**src/rtl/dcr_pkg.sv**
```systemverilog
package dcr_pkg;

  localparam int X_W = 7;
  localparam int Y_W = 5;

  localparam logic [1:0] FRATE_75   = 2'b01;
  localparam logic [7:0] OP_SRESET  = 8'h02;
  localparam logic [7:0] OP_BLANK   = 8'h03;

  typedef enum logic [3:0] {
    CMD_NONE, CMD_FUNC, CMD_DMODE, CMD_SETX, CMD_SETY,
    CMD_TC, CMD_BIAS, CMD_VOP, CMD_MIRROR, CMD_MUX,
    CMD_FRATE, CMD_PART, CMD_SRESET, CMD_BLANK
  } cmd_e;

  typedef struct packed {
    logic       pd;
    logic       vaddr;
    logic [1:0] hpage;
    logic       disp_d;
    logic       disp_e;
    logic       mx;
    logic       my;
    logic [1:0] tc;
    logic [2:0] bias;
    logic [1:0] mux;
    logic [1:0] frate;
    logic       pe;
    logic [6:0] vop;
  } cfg_t;

  function automatic cfg_t cfg_reset();
    cfg_t c;
    c       = '0;
    c.pd    = 1'b1;
    c.frate = FRATE_75;
    return c;
  endfunction

endpackage

```
**src/rtl/dcr_decode.sv**
```systemverilog
module dcr_decode
  import dcr_pkg::*;
(
  input  logic       ext_mode,
  input  logic [1:0] hpage,
  input  logic [7:0] op,
  output cmd_e       kind
);

  always_comb begin
    kind = CMD_NONE;
    if (op == OP_SRESET) begin
      kind = CMD_SRESET;
    end else if (op == OP_BLANK) begin
      kind = CMD_BLANK;
    end else if (op[7:5] == 3'b001 && !op[0]) begin
      // page bit 2 reaches pages 2/3, extended set only
      kind = (op[2] && !ext_mode) ? CMD_NONE : CMD_FUNC;
    end else begin
      case (hpage)
        2'd0: begin
          if (op[7])                               kind = CMD_SETX;
          else if (op[7:5] == 3'b010)              kind = CMD_SETY;
          else if (op[7:3] == 5'b00001 && !op[1])  kind = CMD_DMODE;
        end
        2'd1: begin
          if (op[7])                               kind = CMD_VOP;
          else if (op[7:2] == 6'b000001)           kind = CMD_TC;
          else if (op[7:3] == 5'b00010)            kind = CMD_BIAS;
        end
        2'd2: begin
          if (ext_mode) begin
            if (op[7:2] == 6'b000010)              kind = CMD_MIRROR;
            else if (op[7:2] == 6'b000001)         kind = CMD_MUX;
            else if (op[7:2] == 6'b000100)         kind = CMD_FRATE;
            else if (op[7:1] == 7'b0001100)        kind = CMD_PART;
          end
        end
        default: kind = CMD_NONE;
      endcase
    end
  end

endmodule

```
**src/rtl/dcr_regs.sv**
```systemverilog
module dcr_regs
  import dcr_pkg::*;
#(
  parameter int NUM_COLS  = 96,
  parameter int NUM_BANKS = 9
) (
  input  logic           clk,
  input  logic           rst_n,
  input  logic           ext_mode,
  input  logic           cmd_v,
  input  cmd_e           kind,
  input  logic [6:0]     arg,
  input  logic           adv,
  output cfg_t           cfg,
  output logic [X_W-1:0] x_ptr,
  output logic [Y_W-1:0] y_ptr
);

  localparam logic [X_W-1:0] LAST_X = X_W'(NUM_COLS - 1);
  localparam logic [Y_W-1:0] LAST_Y = Y_W'(NUM_BANKS - 1);
  localparam logic [X_W:0]   COLS_L = (X_W+1)'(NUM_COLS);
  localparam logic [Y_W:0]   BANKS_L = (Y_W+1)'(NUM_BANKS);

  cfg_t           cfg_q, cfg_d;
  logic [X_W-1:0] x_q, x_d;
  logic [Y_W-1:0] y_q, y_d;

  always_comb begin
    cfg_d = cfg_q;
    x_d   = x_q;
    y_d   = y_q;
    if (adv) begin
      if (!cfg_q.vaddr) begin
        if (x_q == LAST_X) begin
          x_d = '0;
          y_d = (y_q == LAST_Y) ? '0 : y_q + 1'b1;
        end else begin
          x_d = x_q + 1'b1;
        end
      end else begin
        if (y_q == LAST_Y) begin
          y_d = '0;
          x_d = (x_q == LAST_X) ? '0 : x_q + 1'b1;
        end else begin
          y_d = y_q + 1'b1;
        end
      end
    end
    if (cmd_v) begin
      case (kind)
        CMD_FUNC: begin
          cfg_d.pd    = arg[4];
          cfg_d.vaddr = arg[3];
          cfg_d.hpage = arg[2:1];
        end
        CMD_DMODE: begin
          cfg_d.disp_d = arg[2];
          cfg_d.disp_e = arg[0];
        end
        CMD_SETX:   if ({1'b0, arg[6:0]} < COLS_L)  x_d = arg[6:0];
        CMD_SETY:   if ({1'b0, arg[4:0]} < BANKS_L) y_d = arg[4:0];
        CMD_TC:     cfg_d.tc    = arg[1:0];
        CMD_BIAS:   cfg_d.bias  = arg[2:0];
        CMD_VOP:    cfg_d.vop   = arg[6:0];
        CMD_MIRROR: begin
          cfg_d.mx = arg[1];
          cfg_d.my = arg[0];
        end
        CMD_MUX:    cfg_d.mux   = arg[1:0];
        CMD_FRATE:  cfg_d.frate = arg[1:0];
        CMD_PART:   cfg_d.pe    = arg[0];
        CMD_SRESET: begin
          cfg_d = cfg_reset();
          x_d   = '0;
          y_d   = '0;
        end
        default: ;
      endcase
    end
  end

  always_ff @(posedge clk or negedge rst_n) begin
    if (!rst_n) begin
      cfg_q <= cfg_reset();
      x_q   <= '0;
      y_q   <= '0;
    end else if (cmd_v || adv) begin
      cfg_q <= cfg_d;
      x_q   <= x_d;
      y_q   <= y_d;
    end
  end

  assign cfg   = cfg_q;
  assign x_ptr = x_q;
  assign y_ptr = y_q;

  assert_ptr_range_R12: assert property (@(posedge clk) disable iff (!rst_n)
    ({1'b0, x_q} < COLS_L) && ({1'b0, y_q} < BANKS_L));

  assert_basic_page_R5: assert property (@(posedge clk) disable iff (!rst_n)
    !ext_mode |-> !cfg_q.hpage[1]);

endmodule

```
**src/rtl/dcr_blank.sv**
```systemverilog
module dcr_blank
  import dcr_pkg::*;
#(
  parameter int NUM_COLS  = 96,
  parameter int NUM_BANKS = 9
) (
  input  logic           clk,
  input  logic           rst_n,
  input  logic           start,
  output logic           busy,
  output logic [X_W-1:0] wx,
  output logic [Y_W-1:0] wy
);

  localparam logic [X_W-1:0] LAST_X = X_W'(NUM_COLS - 1);
  localparam logic [Y_W-1:0] LAST_Y = Y_W'(NUM_BANKS - 1);

  logic           busy_q, busy_d;
  logic [X_W-1:0] wx_q, wx_d;
  logic [Y_W-1:0] wy_q, wy_d;

  always_comb begin
    busy_d = busy_q;
    wx_d   = wx_q;
    wy_d   = wy_q;
    if (busy_q) begin
      if (wx_q == LAST_X) begin
        wx_d = '0;
        if (wy_q == LAST_Y) begin
          busy_d = 1'b0;
          wy_d   = '0;
        end else begin
          wy_d = wy_q + 1'b1;
        end
      end else begin
        wx_d = wx_q + 1'b1;
      end
    end else if (start) begin
      busy_d = 1'b1;
      wx_d   = '0;
      wy_d   = '0;
    end
  end

  always_ff @(posedge clk or negedge rst_n) begin
    if (!rst_n) begin
      busy_q <= 1'b0;
      wx_q   <= '0;
      wy_q   <= '0;
    end else if (busy_q || start) begin
      busy_q <= busy_d;
      wx_q   <= wx_d;
      wy_q   <= wy_d;
    end
  end

  assign busy = busy_q;
  assign wx   = wx_q;
  assign wy   = wy_q;

  assert_walk_range_R10: assert property (@(posedge clk) disable iff (!rst_n)
    busy_q |-> (wx_q <= LAST_X) && (wy_q <= LAST_Y));

  assert_walk_end_R10: assert property (@(posedge clk) disable iff (!rst_n)
    (busy_q && wx_q == LAST_X && wy_q == LAST_Y) |=> !busy_q);

  assert_walk_start_R10: assert property (@(posedge clk) disable iff (!rst_n)
    (!busy_q && start) |=> busy_q && wx_q == '0 && wy_q == '0);

endmodule

```
**src/rtl/dcr_top.sv**
```systemverilog
module dcr_top
  import dcr_pkg::*;
#(
  parameter int NUM_COLS  = 96,
  parameter int NUM_BANKS = 9
) (
  input  logic       clk,
  input  logic       rst_n,
  input  logic       ext_mode,
  input  logic       rx_valid,
  input  logic       rx_dc,
  input  logic [7:0] rx_byte,
  output logic       busy,
  output logic       ram_we,
  output logic [6:0] ram_x,
  output logic [4:0] ram_y,
  output logic [7:0] ram_wdata,
  output logic       pd,
  output logic       vaddr,
  output logic [1:0] hpage,
  output logic       disp_d,
  output logic       disp_e,
  output logic       mirror_x,
  output logic       mirror_y,
  output logic [1:0] tc,
  output logic [2:0] bias,
  output logic [1:0] mux,
  output logic [1:0] frate,
  output logic       part_en,
  output logic [6:0] vop,
  output logic       drv_en,
  output logic       bias_en,
  output logic       vgen_en,
  output logic       osc_en
);

  localparam logic [X_W-1:0] LAST_X = X_W'(NUM_COLS - 1);

  logic [1:0]     rst_pipe;
  logic           rst_s;
  logic           acc, cmd_v, dat_v, blank_go;
  cmd_e           kind;
  cfg_t           cfg;
  logic [X_W-1:0] x_ptr, wx;
  logic [Y_W-1:0] y_ptr, wy;

  always_ff @(posedge clk or negedge rst_n) begin
    if (!rst_n) rst_pipe <= '0;
    else        rst_pipe <= {rst_pipe[0], 1'b1};
  end
  assign rst_s = rst_pipe[1];

  assign acc      = rx_valid && rst_s && !busy;
  assign cmd_v    = acc && !rx_dc;
  assign dat_v    = acc && rx_dc;
  assign blank_go = cmd_v && (kind == CMD_BLANK);

  dcr_decode u_dec (
    .ext_mode (ext_mode),
    .hpage    (cfg.hpage),
    .op       (rx_byte),
    .kind     (kind)
  );

  dcr_regs #(.NUM_COLS(NUM_COLS), .NUM_BANKS(NUM_BANKS)) u_regs (
    .clk      (clk),
    .rst_n    (rst_s),
    .ext_mode (ext_mode),
    .cmd_v    (cmd_v),
    .kind     (kind),
    .arg      (rx_byte[6:0]),
    .adv      (dat_v),
    .cfg      (cfg),
    .x_ptr    (x_ptr),
    .y_ptr    (y_ptr)
  );

  dcr_blank #(.NUM_COLS(NUM_COLS), .NUM_BANKS(NUM_BANKS)) u_blank (
    .clk   (clk),
    .rst_n (rst_s),
    .start (blank_go),
    .busy  (busy),
    .wx    (wx),
    .wy    (wy)
  );

  assign ram_we    = busy || dat_v;
  assign ram_x     = busy ? wx : x_ptr;
  assign ram_y     = busy ? wy : y_ptr;
  assign ram_wdata = busy ? 8'h00 : rx_byte;

  assign pd       = cfg.pd;
  assign vaddr    = cfg.vaddr;
  assign hpage    = cfg.hpage;
  assign disp_d   = cfg.disp_d;
  assign disp_e   = cfg.disp_e;
  assign mirror_x = cfg.mx;
  assign mirror_y = cfg.my;
  assign tc       = cfg.tc;
  assign bias     = cfg.bias;
  assign mux      = cfg.mux;
  assign frate    = cfg.frate;
  assign part_en  = cfg.pe;
  assign vop      = cfg.vop;
  assign drv_en   = !cfg.pd;
  assign bias_en  = !cfg.pd;
  assign vgen_en  = !cfg.pd;
  assign osc_en   = !cfg.pd;

  assert_busy_freeze_R10: assert property (@(posedge clk) disable iff (!rst_s)
    busy |=> $stable(cfg) && $stable(x_ptr) && $stable(y_ptr));

  assert_walk_zero_R10: assert property (@(posedge clk) disable iff (!rst_s)
    busy |-> ram_we && ram_wdata == 8'h00);

  assert_col_step_R8: assert property (@(posedge clk) disable iff (!rst_s)
    (dat_v && !cfg.vaddr && x_ptr != LAST_X) |=> x_ptr == $past(x_ptr) + 1'b1);

  assert_idle_write_R7: assert property (@(posedge clk) disable iff (!rst_s)
    (!busy && !(rx_valid && rx_dc)) |-> !ram_we);

endmodule

```
**config.mk**
```make
export PLATFORM = sky130hd
export DESIGN_NAME = dcr_top
export DESIGN_NICKNAME = d
export VERILOG_FILES = /design/src/rtl/dcr_pkg.sv /design/src/rtl/dcr_decode.sv /design/src/rtl/dcr_regs.sv /design/src/rtl/dcr_blank.sv /design/src/rtl/dcr_top.sv
export SDC_FILE = /design/constraint.sdc
export NUM_CORES = 1
export LEC_CHECK = 0
export CAP_MARGIN = 15
export CORE_ASPECT_RATIO = 0.8
export CORE_MARGIN = 2
export CORE_UTILIZATION = 57
export DETAILED_ROUTE_END_ITERATION = 7
export HOLD_SLACK_MARGIN = 0.05
export PLACE_DENSITY = 0.88
export SYNTH_ARGS = -nofsm -noshare
export SYNTH_HDL_FRONTEND = slang
export SYNTH_SLANG_ARGS = --single-unit
export TNS_END_PERCENT = 50
```
**constraint.sdc**
```tcl
create_clock -name clk -period 8 [get_ports clk]
set_clock_uncertainty 0.15 [all_clocks]
set_input_delay 2 -clock clk [delete_from_list [all_inputs] [get_ports clk]]
set_output_delay 2 -clock clk [all_outputs]
set_load 0.02 [all_outputs]
```
==> results of run 1 <==
-- final cells by class --
type | count | area, um^2
Clock inverter | 2 | 10.0
Inverter | 13 | 48.8
Multi-Input combinational cell | 302 | 1980
Clock buffer | 6 | 82.6
Sequential cell | 52 | 1310
Fill cell | 482 | 1700
Timing Repair Buffer | 66 | 653
Tap cell | 81 | 101
-- worst paths after layout --
| check | to | slack, ps | cells after the start |
|---|---|---|---|
| worst max-delay path | ram_wdata[4] | 2030 | 3 |
| worst min-delay path | rst_pipe[1] | 220 | 0 |
| worst max register to register | u_regs.x_ptr[0] | 5000 | 6 |
| worst min register to register | rst_pipe[1] | 220 | 0 |
| max in group asynchronous | rst_pipe[1] | 5880 | 1 |
| min in group asynchronous | u_regs.y_ptr[2] | 240 | 1 |
-- cells in the mapped netlist, types with 4 or more instances --
master and count:
and2_1 4, nand2_1 47, inv_1 13, o22ai_1 4, nor2b_1 11, buf_4 4
nor3_1 8, nand3b_1 4, mux2_1 6, o21ai_1 10, mux2_2 17, a21o_1 4
a21oi_1 27, nand2b_1 7, nor2_1 25, clkbuf_1 18, nand3_1 16, a22o_1 4
ha_1 6, o21ai_0 25, and3_1 4, dfrtp_1 50, nand4_1 6, nor4_1 4
-- kinds of logic (layout without fill, tap and decap cells) --
family	Yosys count	count (layout)	share of synthesized area, %
AOI/OAI and AO/OA	106	106	19.9
xor gates and xnor gates	4	4	1.01
adders and majority gates	6	6	2.16
buffers and inverters	42	87	5.52
DFF	52	52	37.6
muxes	24	24	7.75
other	1	1	0.108
and+or+nand+nor	161	161	25.9
-- where the power goes --
part | switching (mW) | total (mW) | internal (mW) | leakage (nW)
clock network | 0.0899 | 0.159 | 0.0694 | 0.0510
logic | 0.0247 | 0.0375 | 0.0129 | 0.997
registers | 0.000136 | 0.263 | 0.263 | 0.673
-- flip-flops by register name (all words and copies together) (netlist names) --
signal        flops
u_blank.busy      1
u_blank.wy        5
u_regs.cfg       25
u_blank.wx        7
rst_pipe          2
u_regs.y_ptr      5
u_regs.x_ptr      7
-- critical path, delay by kind of cell --
kind	cells	cell delay [ps]
simple gates	1	230
buf+inv	2	1590
-- through the flow --
stage / util (%) / instances / cell area [um^2] / worst slack, ps / hold slack (ps)
after floorplan: - / 396 / 3470 / 3050 / 181
after global placement: 69.5 / 514 / 4090 / 2080 / 193
after detailed placement: 69.5 / 514 / 4090 / 2060 / 205
after CTS: 71.1 / 522 / 4180 / 2060 / 228
after global routing: 71.1 / 522 / 4180 / 1980 / 231
final: 71.1 / 522 / 4180 / 2030 / 222
-- routing by layer --
layer  GRT usage (%)  vias up  part of all wire [%]
met5               0        -                     0
met4            7.74        0                   1.7
met3            5.03       24                   7.7
met2            43.7      177                    46
met1            39.2     1582                    45
li1                -     1529                     -
==> impl_metrics.py, run 1 <==
metrics = {
    "yosys": {
        "synth_top_cell_by_area": "dfrtp_1",
        "syn_inst": 396,
        "async_flop_share_pct": 100,
        "yosysSeqAreaShare_pct": 37.6,
        "synth_area_mm2": 0.00347,
        "avgSynthCellArea_um2": 8.76,
        "synthTopCellsByArea": "dfrtp_1 36%, mux2_2 5.5%, nand2_1 5.1%",
        "synth_seq_cells": 52,
        "ys_types": 67,
        "ys.flop_type": "dfrtp_1",
        "synth_top_area_share_pct": 36.1,
        "synth_edf_count": 0,
        "yosysWarnings": 0,
        "syn_nets": 415,
    },
    "worst_setup_path": {
        "cp.required_ps": 5850,
        "end_kind": "output pin",
        "crit_fanout": 21,
        "arrival_ps": 3820,
        "cpPeakStageDelay_ps": 950,
        "slowest_stage": "clkdlybuf4s50_1",
        "startpoint_type": "input port",
        "crit_path_start": "rx_byte[4]",
        "worstPathCellList": "clkdlybuf4s50_1 > nor2b_1 > clkdlybuf4s50_1",
        "reg2reg_from": "rst_pipe[1]",
        "crit_top_cell": "clkdlybuf4s50_1",
        "timing_worst_setup_path_type": "in2out",
    },
    "placement": {
        "numPortBuffers": 63,
        "finalWeightedCongestion": 0.961,
        "dp_hpwl_um": 6520,
    },
    "cells_and_area": {
        "area_growth_pct": 20.5,
        "layout.nets": 459,
        "most-common-layout-cells": "63 x clkdlybuf4s50_1, 49 x dfrtp_1, 47 x nand2_1",
        "layout-drive-gt1-share_pct": 9.75,
        "final_common_cell": "clkdlybuf4s50_1",
        "antenna_cells_inserted": 0,
    },
    "clock_network": {
        "clockBufferDepth": 2,
        "cts_resized": 0,
        "cts_tree": "built",
        "cts_hold_buf": 0,
        "clkTransAtPathRegs_ps": 100,
        "clock-sinks": 52,
        "cts_max_level": 2,
        "cts_root_buf": "clkbuf_8",
        "post-cts-setup-buffers": 0,
        "clk_latency_ps": 310,
        "cts_buffers": 5,
    },
    "timing": {
        "max_clock_freq_ghz": 0.167,
        "hold_viol_final": 0,
        "maxSlewHeadroom_pct": 36.9,
        "report.final.slew_viol_count": 0,
        "finalCritPeriodShare_pct": 74.7,
        "tightest_slew_ps": 923,
        "timing.final.crit_period_ps": 5970,
        "setup_viol": 0,
        "rsz0062_at_grt": "false",
        "fin_setup_tns_ps": 0,
    },
    "pwr": {
        "p_total_mw": 0.460,
        "power_density_mw_per_mm2": 110,
        "ir_worst_vdd_mv": 0.0913,
        "p_leak_nw": 1.72,
    },
    "drt": {
        "wl_um": 9250,
        "vias_per_cell": 6.34,
        "vias": 3312,
        "antenna_left": 0,
        "drc": 0,
        "drt_iter0_drc": 413,
        "wire_per_inst_um": 17.7,
        "dr.pass1.iters": 5,
    },
    "floorplanning": {
        "die-area_mm2": 0.00673,
        "fp-row-count": 25,
        "die_h_um": 73.8,
        "core_area_mm2": 0.00588,
        "initial_utilization_pct": 59.0,
        "die_x_um": 91.2,
        "io_pins": 64,
    },
    "global_routing": {
        "grt_pass1_wl_um": 14800,
        "antenna_found_initial": 0,
        "grt_pass1_vias": 2969,
        "grt.overflow.total": 0,
        "track_usage_pct": 27.5,
        "grt_max_degree": 55,
    },
    "run": {
        "cap_violations": 0,
    },
    "worst_hold_path": {
        "min_path_type": "reg2reg",
        "worstHoldStart": "rst_pipe[0]",
    },
    "status": {
        "status": "finished clean",
    },
}
(Power assumes the default switching activity.)
==> run 2, diff against run 1 <==
Settings changed: CORE_UTILIZATION 57 to 48, PLACE_DENSITY 0.88 to 0.79.
Clock period 8 ns to 5.4 ns, I/O delays scaled along.
==> impl_metrics.py, run 2 (synthesis gave the netlist of run 1 again) <==
metrics = {
    "placement": {
        "finalWeightedCongestion": 0.938,
        "numPortBuffers": 63,
        "pre_cts_slack_ps": 834,
        "dp_hpwl_um": 6400,
    },
    "global_routing": {
        "antenna_found_initial": 0,
        "grt_pass1_vias": 2959,
        "grt_max_degree": 54,
        "grt.overflow.total": 0,
        "grt_pass1_wl_um": 14400,
        "track_usage_pct": 22.5,
    },
    "cells_and_area": {
        "final_common_cell": "clkdlybuf4s50_1",
        "layout-drive-gt1-share_pct": 10.8,
        "largest_reg_flops": 25,
        "antenna_cells_inserted": 0,
        "most-common-layout-cells": "63 x clkdlybuf4s50_1, 49 x dfrtp_1, 47 x nand2_1",
        "layout.nets": 464,
        "area_growth_pct": 21.8,
    },
    "clock_network": {
        "clockBufferDepth": 2,
        "cts_tree": "built",
        "cts_buffers": 5,
        "clock-sinks": 52,
        "clk_latency_ps": 300,
        "cts_max_level": 2,
        "post-cts-setup-buffers": 0,
        "cts_root_buf": "clkbuf_8",
        "clkTransAtPathRegs_ps": 90,
        "cts_resized": 0,
        "cts_hold_buf": 0,
    },
    "drt": {
        "drt_iter0_drc": 342,
        "wl_um": 8830,
        "drc": 0,
        "vias_per_cell": 6.05,
        "vias": 3223,
        "dr.pass1.iters": 5,
        "antenna_left": 0,
        "wire_per_inst_um": 16.6,
    },
    "timing": {
        "fin_ws_ps": 808,
        "fin_setup_tns_ps": 0,
        "tightest_slew_ps": 851,
        "rsz0062_at_grt": "false",
        "hold_viol_final": 0,
        "max_clock_freq_ghz": 0.218,
        "report.final.slew_viol_count": 0,
        "maxSlewHeadroom_pct": 41.8,
        "finalCritPeriodShare_pct": 85.0,
        "setup_viol": 0,
        "timing.final.crit_period_ps": 4590,
    },
    "floorplanning": {
        "die-area_mm2": 0.00793,
        "die_x_um": 99.1,
        "initial_utilization_pct": 50.1,
        "io_pins": 64,
        "core_area_mm2": 0.00693,
        "fp-row-count": 27,
        "die_h_um": 80.0,
    },
    "status": {
        "status": "finished clean",
    },
    "worst_hold_path": {
        "min_path_type": "reg2reg",
    },
    "run": {
        "cap_violations": 0,
    },
    "worst_setup_path": {
        "cp.required_ps": 3900,
        "arrival_ps": 3090,
        "crit_fanout": 9,
        "startpoint_type": "input port",
        "rrSetupSlack_ps": 2430,
        "timing_worst_setup_path_type": "in2out",
        "end_kind": "output pin",
    },
    "pwr": {
        "ir_worst_vdd_mv": 0.112,
        "p_leak_nw": 1.75,
        "power_density_mw_per_mm2": 161,
    },
}
## run 2: cell types whose count changed in the layout (fill, tap and decap cells not counted)
| cell | change |
|---|---|
| buf_4 | +5 |
## run 2: worst paths after layout
| path | start | to | cells after the start |
|---|---|---|---|
| worst max-delay path | rx_dc | ram_we | 4 |
| worst min-delay path | rst_pipe[0] | rst_pipe[1] | 0 |
| worst max register to register | u_blank.busy | u_regs.x_ptr[0] | 6 |
| worst min register to register | rst_pipe[0] | rst_pipe[1] | 0 |
| max in group asynchronous | rst_n | rst_pipe[1] | 1 |
| min in group asynchronous | rst_pipe[1] | u_regs.x_ptr[5] | 1 |
## run 2: stage by stage
step           cells  cell area, um^2  power (mW)  hold WS [ps]  utilization [%]
2_1_floorplan    396             3470       0.434           181                -
3_3_place_gp     525             4130       0.455           187             59.7
3_5_place_dp     525             4130       0.456           193             59.7
4_1_cts          533             4230       0.687           215             61.0
5_1_grt          533             4230       0.707           217             61.0
6_report         533             4230       0.682           213             61.0
## run 2: layout make-up
type,instances,area (um^2)
Clock buffer,6,82.6
Fill cell,586,2700
Timing Repair Buffer,71,691
Sequential cell,52,1310
Multi-Input combinational cell,302,1980
Tap cell,87,109
Clock inverter,2,10.0
Inverter,13,48.8
## run 2: critical path: stages
cell,delay [ps]
clkdlybuf4s50_1,640
nand4b_1,330
nand2b_1,160
clkdlybuf4s50_1,610
## run 2: routing by layer
layer	vias up	global-route usage [%]	share of wire, %
met5	-	0	0
met2	112	36.1	46
met3	2	4.47	6.5
met4	0	4.38	0.26
li1	1532	-	-
met1	1577	31.7	47
## run 2: report_power, final
group / total [mW] / internal, mW / switching [mW]
clock network: 0.233 / 0.103 / 0.130
registers: 0.390 / 0.390 / 0.000454
logic: 0.0587 / 0.0212 / 0.0374
